### src/rtl/matmul_ctrl.sv
module matmul_ctrl #(
  parameter int MAX_N = 32,
  parameter int XW    = 32
) (
  input  logic          clk,
  input  logic          rst_n,
  input  logic          cmd_valid,
  output logic          cmd_ready,
  input  logic [6:0]    cmd_funct,
  input  logic [4:0]    cmd_rd,
  input  logic [XW-1:0] cmd_rs1,
  input  logic [XW-1:0] cmd_rs2,
  output logic          resp_valid,
  input  logic          resp_ready,
  output logic [4:0]    resp_rd,
  output logic [XW-1:0] resp_data,
  output logic          mem_req_valid,
  input  logic          mem_req_ready,
  output logic          mem_req_we,
  output logic [XW-1:0] mem_req_addr,
  output logic [31:0]   mem_req_wdata,
  input  logic          mem_resp_valid,
  input  logic [31:0]   mem_resp_rdata,
  input  logic          mem_resp_err,
  output logic          mac_in_valid,
  input  logic          mac_in_ready,
  output logic [31:0]   mac_in_a,
  output logic [31:0]   mac_in_b,
  output logic          mac_in_last,
  input  logic          mac_out_valid,
  input  logic [31:0]   mac_out_data
);
  localparam int CW = $clog2(MAX_N + 1);
  localparam int IW = $clog2(MAX_N);
  localparam logic [6:0] F_SET_AB = 7'd0, F_SET_CN = 7'd1, F_START = 7'd2, F_STATUS = 7'd3;
  localparam logic [1:0] E_NONE = 2'd0, E_DIM = 2'd1, E_OVL = 2'd2, E_MEM = 2'd3;

  typedef enum logic [2:0] {
    S_IDLE, S_LOAD_ROW, S_STREAM_COL, S_WAIT_MAC, S_STORE, S_NEXT, S_DONE
  } st_t;

  st_t            st;
  logic [XW-1:0]  a_base, b_base, c_base, n_cfg;
  logic [CW-1:0]  i_q, j_q, k_q;
  logic           wait_q, have_b, done_q;
  logic [1:0]     err_q;
  logic [31:0]    b_q, c_q;
  logic [31:0]    rowbuf [MAX_N];

  function automatic logic overlaps(input logic [XW-1:0] x, input logic [XW-1:0] y,
                                    input logic [XW-1:0] sz);
    return ({1'b0, x} < {1'b0, y} + {1'b0, sz}) && ({1'b0, y} < {1'b0, x} + {1'b0, sz});
  endfunction

  wire            busy     = (st != S_IDLE);
  wire            cmd_fire = cmd_valid && cmd_ready;
  wire [CW-1:0]   n_last   = n_cfg[CW-1:0] - 1'b1;
  wire [XW-1:0]   span     = (n_cfg * n_cfg) << 2;
  wire            bad_dim  = (n_cfg == '0) || (n_cfg > XW'(MAX_N));
  wire            ovl      = overlaps(c_base, a_base, span) || overlaps(c_base, b_base, span);
  wire [XW-1:0]   a_addr   = a_base + ((XW'(i_q) * n_cfg + XW'(k_q)) << 2);
  wire [XW-1:0]   b_addr   = b_base + ((XW'(k_q) * n_cfg + XW'(j_q)) << 2);
  wire [XW-1:0]   c_addr   = c_base + ((XW'(i_q) * n_cfg + XW'(j_q)) << 2);
  wire [XW-1:0]   status_w = {{(XW-4){1'b0}}, busy, err_q, done_q};

  assign cmd_ready     = !resp_valid && (!busy || cmd_funct == F_STATUS);
  assign mem_req_valid = !wait_q && (st == S_LOAD_ROW || st == S_STORE ||
                                     (st == S_STREAM_COL && !have_b));
  assign mem_req_we    = (st == S_STORE);
  assign mem_req_addr  = (st == S_LOAD_ROW) ? a_addr : (st == S_STORE) ? c_addr : b_addr;
  assign mem_req_wdata = c_q;
  assign mac_in_valid  = (st == S_STREAM_COL) && have_b;
  assign mac_in_a      = rowbuf[k_q[IW-1:0]];
  assign mac_in_b      = b_q;
  assign mac_in_last   = (k_q == n_last);

  always_ff @(posedge clk)
    if (st == S_LOAD_ROW && wait_q && mem_resp_valid && !mem_resp_err)
      rowbuf[k_q[IW-1:0]] <= mem_resp_rdata;

  always_ff @(posedge clk or negedge rst_n) begin
    if (!rst_n) begin
      st <= S_IDLE;
      a_base <= '0; b_base <= '0; c_base <= '0; n_cfg <= '0;
      i_q <= '0; j_q <= '0; k_q <= '0;
      wait_q <= 1'b0; have_b <= 1'b0; done_q <= 1'b0; err_q <= E_NONE;
      b_q <= '0; c_q <= '0;
      resp_valid <= 1'b0; resp_rd <= '0; resp_data <= '0;
    end else begin
      if (resp_valid && resp_ready) resp_valid <= 1'b0;
      if (cmd_fire) begin
        case (cmd_funct)
          F_SET_AB: begin a_base <= cmd_rs1; b_base <= cmd_rs2; end
          F_SET_CN: begin c_base <= cmd_rs1; n_cfg <= cmd_rs2; end
          F_START: begin
            done_q <= 1'b0; i_q <= '0; j_q <= '0; k_q <= '0;
            wait_q <= 1'b0; have_b <= 1'b0;
            if (bad_dim)  begin err_q <= E_DIM;  st <= S_DONE;     end
            else if (ovl) begin err_q <= E_OVL;  st <= S_DONE;     end
            else          begin err_q <= E_NONE; st <= S_LOAD_ROW; end
          end
          F_STATUS: begin resp_valid <= 1'b1; resp_rd <= cmd_rd; resp_data <= status_w; end
          default: ;
        endcase
      end
      if (mem_req_valid && mem_req_ready) wait_q <= 1'b1;
      if (wait_q && mem_resp_valid) begin
        wait_q <= 1'b0;
        if (mem_resp_err) begin
          err_q <= E_MEM;
          st    <= S_DONE;
        end else begin
          case (st)
            S_LOAD_ROW:
              if (k_q == n_last) begin k_q <= '0; st <= S_STREAM_COL; end
              else k_q <= k_q + 1'b1;
            S_STREAM_COL: begin b_q <= mem_resp_rdata; have_b <= 1'b1; end
            S_STORE: st <= S_NEXT;
            default: ;
          endcase
        end
      end
      if (mac_in_valid && mac_in_ready) begin
        have_b <= 1'b0;
        if (mac_in_last) begin k_q <= '0; st <= S_WAIT_MAC; end
        else k_q <= k_q + 1'b1;
      end
      if (st == S_WAIT_MAC && mac_out_valid) begin c_q <= mac_out_data; st <= S_STORE; end
      if (st == S_NEXT) begin
        if (j_q == n_last) begin
          j_q <= '0;
          if (i_q == n_last) st <= S_DONE;
          else begin i_q <= i_q + 1'b1; st <= S_LOAD_ROW; end
        end else begin
          j_q <= j_q + 1'b1;
          st  <= S_STREAM_COL;
        end
      end
      if (st == S_DONE) begin done_q <= 1'b1; st <= S_IDLE; end
    end
  end

  AST_WR_ONLY_C: assert property (@(posedge clk) disable iff (!rst_n)
    mem_req_valid && mem_req_we |-> mem_req_addr >= c_base && mem_req_addr < c_base + span);
  AST_REQ_STABLE: assert property (@(posedge clk) disable iff (!rst_n)
    mem_req_valid && !mem_req_ready |=> mem_req_valid && $stable(mem_req_addr) && $stable(mem_req_we));
  AST_MAC_STABLE: assert property (@(posedge clk) disable iff (!rst_n)
    mac_in_valid && !mac_in_ready |=> mac_in_valid && $stable(mac_in_a) && $stable(mac_in_b) && $stable(mac_in_last));
  AST_RESP_HOLD: assert property (@(posedge clk) disable iff (!rst_n)
    resp_valid && !resp_ready |=> resp_valid && $stable(resp_data) && $stable(resp_rd));
  AST_BAD_DIM: assert property (@(posedge clk) disable iff (!rst_n)
    cmd_fire && cmd_funct == F_START && bad_dim |=> err_q == E_DIM && !mem_req_valid);
  AST_MEM_ERR_STOP: assert property (@(posedge clk) disable iff (!rst_n)
    wait_q && mem_resp_valid && mem_resp_err |=> !mem_req_valid && err_q == E_MEM);
  AST_IDLE_QUIET: assert property (@(posedge clk) disable iff (!rst_n)
    !busy |-> !mem_req_valid && !mac_in_valid);
endmodule

### config.mk
export PLATFORM = sky130hd
export DESIGN_NAME = matmul_ctrl
export DESIGN_NICKNAME = d
export VERILOG_FILES = /design/src/rtl/matmul_ctrl.sv
export SDC_FILE = /design/constraint.sdc
export NUM_CORES = 2
export LEC_CHECK = 0
export ABC_AREA = 1
export BUFFER_PORTS_ARGS = -buffer_cell sky130_fd_sc_hd__buf_2
export CORE_MARGIN = 2
export CORE_UTILIZATION = 55
export DETAILED_ROUTE_END_ITERATION = 6
export PLACE_DENSITY_LB_ADDON = 0.15
export SLEW_MARGIN = 30
export SYNTH_ARGS = -nofsm -noshare
export SYNTH_HDL_FRONTEND = slang
export SYNTH_SLANG_ARGS = --single-unit
export TNS_END_PERCENT = 20
### constraint.sdc
create_clock -name clk -period 28.8 [get_ports clk]
set_input_delay 1.44 -clock clk [delete_from_list [all_inputs] [get_ports clk]]
set_output_delay 1.44 -clock clk [all_outputs]
set_load 0.01 [all_outputs]
==> run metrics <==
reg-to-reg critical path startpoint=n_cfg[6]; upper clock frequency limit=88.72 MHz; number of synthesized flops with an enable pin=1024; Core Region=0.1503 mm2; final RePlAce weighted congestion=0.9941; Post-Route WL=265700 um; Final Skew=0.06736 ns; Pins Over Slew Limit=0; Period Utilization, post-route=0.3914; Initial DRC Count=5944; Initial Utilization=0.5552; CTS tree=built; worst min-delay path category=register to register; placed cells=10550; most common cell after layout, fill and taps aside=nand2_1; GR Util All Layers=0.3396; PD cells=82.42 mW/mm2; Seq/Total Area, Yosys=0.4368; vias in the first global route=62550; Die X=393.5 um; Cell variety after synth=74; CP most frequent cell=nand2_1; die height=393.5 um; hold_sp=resp_rd[4]; Max Cap Violations=0; Die Footprint=0.1549 mm2; Synth Warn #=0; Final Non-Filler Cells=10800; critical path fanouts, max=25; Leak Pwr=40.73 nW; ys async rst share=0.1821; Worst-Margin Slew=1.079 ns; Setup crit end kind=register; Inserted Clock Buffers=135; CTS Hold Bufs=0; Site Rows=142; ANT nets after route=0; arrival time at the worst endpoint=11.94 ns; I/O pin count=320; first-pass GRT wire length=394300 um; worst hold stages=2; critical path class=register to register; post-CTS resize count=0; commonest non-fill, non-tap cells in the layout=nand2_1, inv_1, edfxtp_1, nor2_1, o21ai_0; Post-Synthesis Cell Area=0.08345 mm2; crit path time final=11.27 ns; grt ovf=0; clk_lat worst skew=0.80 ns; clk sinks=1252; reg2reg setup slack=17.53 ns; Total Neg Setup Slack=0 ns; cells after synthesis=8505; final net count=9872; vias post-DR=63350; outcome=complete, but fails checks; RSZ-0062 raised after global routing=no; startpoint types=register; clock buffer depth=3; H-tree levels=4; share of layout cells above drive strength 1=0.09159; slew margin rel.=0.2759; Port Buffers=291; area growth from synthesis to layout=9.811%; Post-CTS Setup Inserts=0; worst stage delay on the critical path=0.68 ns; Hold Vio Cnt, Final=0; Worst Hold End=resp_rd[4]; slowest CP cell=dfrtp_1; vias per cell=5.868; DRT Pass-1 Iters=7; clock tree root buffer cell=clkbuf_16; DRC=2; Critical Path RT=29.47 ns; violated checks=DRC; VDD IR max=0.00009697 V; R2R depth=47; top_reg_cell synth=edfxtp_1; reg-to-reg endpoint=st[0]; drt wl/cell=24.61 um; flops & latches, synth=1252; Syn Area/Cell=9.812 um2; Clock transition at path regs=0.07 ns; pin count of the biggest net entering global routing=223; post-detail-place hpwl=182700 um; Finish-stage setup viols=0; initial antenna violation count=12
-- registers in the layout (all words and copies together) (netlist names), 2 cells and up --
signal,cells
rowbuf,1024
j_q,6
mem_req_wdata,32
resp_rd,5
i_q,6
resp_data,4
n_cfg,32
err_q,2
b_base,32
st,3
c_base,32
mac_in_b,32
a_base,32
k_q,6
-- cells in the mapped netlist, drive strengths merged (32+ instances only) --
library cell  number  area [um2]
a21oi            431        2198
a221oi            65       569.3
a22o              64       560.5
buf               95       467.9
clkbuf           305        1146
dfrtp            228        5705
edfxtp          1024       30750
fa               525       10510
ha               530        6631
inv             1165        4373
mux2              74       833.3
nand2           1337        5039
nand3            143       725.7
nand4             46       287.8
nor2             847        3224
nor3              32       175.2
o21ai            781        3939
o22ai            260        1627
xnor2            145        1277
xor2             193        1732
-- worst max-delay path, delay by kind of cell (launching register included) --
kind,cells,cell delay [ns]
fa+ha+maj,11,4.55
xor+xnor,2,0.78
buf+inv,6,0.65
simple gates,16,2.06
flops,1,0.68
compound gates,12,2.39
-- stage by stage --
stage	setup slack, ns	total power (W)	hold slack [ns]	instance area (um2)	util
finish	17.53	0.007553	0.4781	91640	0.6097
global route	16.76	0.007993	0.5097	91630	0.6096
CTS	17.59	0.007551	0.4746	91550	0.6091
detailed placement	17.62	0.005818	0.4576	87140	0.5798
global placement	17.85	0.005761	0.4521	87110	0.5795
floorplan	19.50	0.004478	0.4438	83550	-
-- report_power, final --
| part | leakage [nW] | switching (W) | internal [W] |
|---|---|---|---|
| clock network | 2.13 | 0.000774 | 0.000956 |
| logic | 26.5 | 0.00245 | 0.00121 |
| registers | 12.1 | 0.000127 | 0.00204 |
-- cell families after synthesis --
logic type,count (synthesis),share of synthesized area
adder cells (fa/ha/maj),1055,0.2054
AO/OA/AOI/OAI,1772,0.1226
multiplexers,75,0.01011
other,1,0.00004494
XOR/XNOR,340,0.03660
AND/OR/NAND/NOR,2444,0.1166
buffers and inverters,1566,0.07179
flip-flops,1252,0.4368
-- worst max-delay path by stage --
| stage | start | to | slack (ns) | depth (start not counted) |
|---|---|---|---|---|
| after floorplan | n_cfg[3] | st[0] | 19.50 | 53 |
| after global placement | n_cfg[6] | st[0] | 17.85 | 48 |
| after detailed placement | n_cfg[5] | st[0] | 17.62 | 48 |
| after CTS | n_cfg[6] | st[0] | 17.59 | 48 |
| after global routing | n_cfg[6] | st[0] | 16.76 | 52 |
| final | n_cfg[6] | st[0] | 17.53 | 47 |
-- cell type report --
type                    instances  area [um2]
diodes                          3       7.507
fillers                     12710       58670
clock buffers                 177        3649
multi-input cells            5714       41450
well taps                    2016        2522
flip-flops and latches       1252       36470
inverters                    1166        4389
repair buffers                399        2387
clock inverters                70       759.5
-- metal layers --
metal	wire [um]	global-route usage
met4	15430	0.1649
met2	128100	0.5691
met3	20340	0.05430
met1	101800	0.4305
met5	50	0
Power figures use the tool's default switching activity.
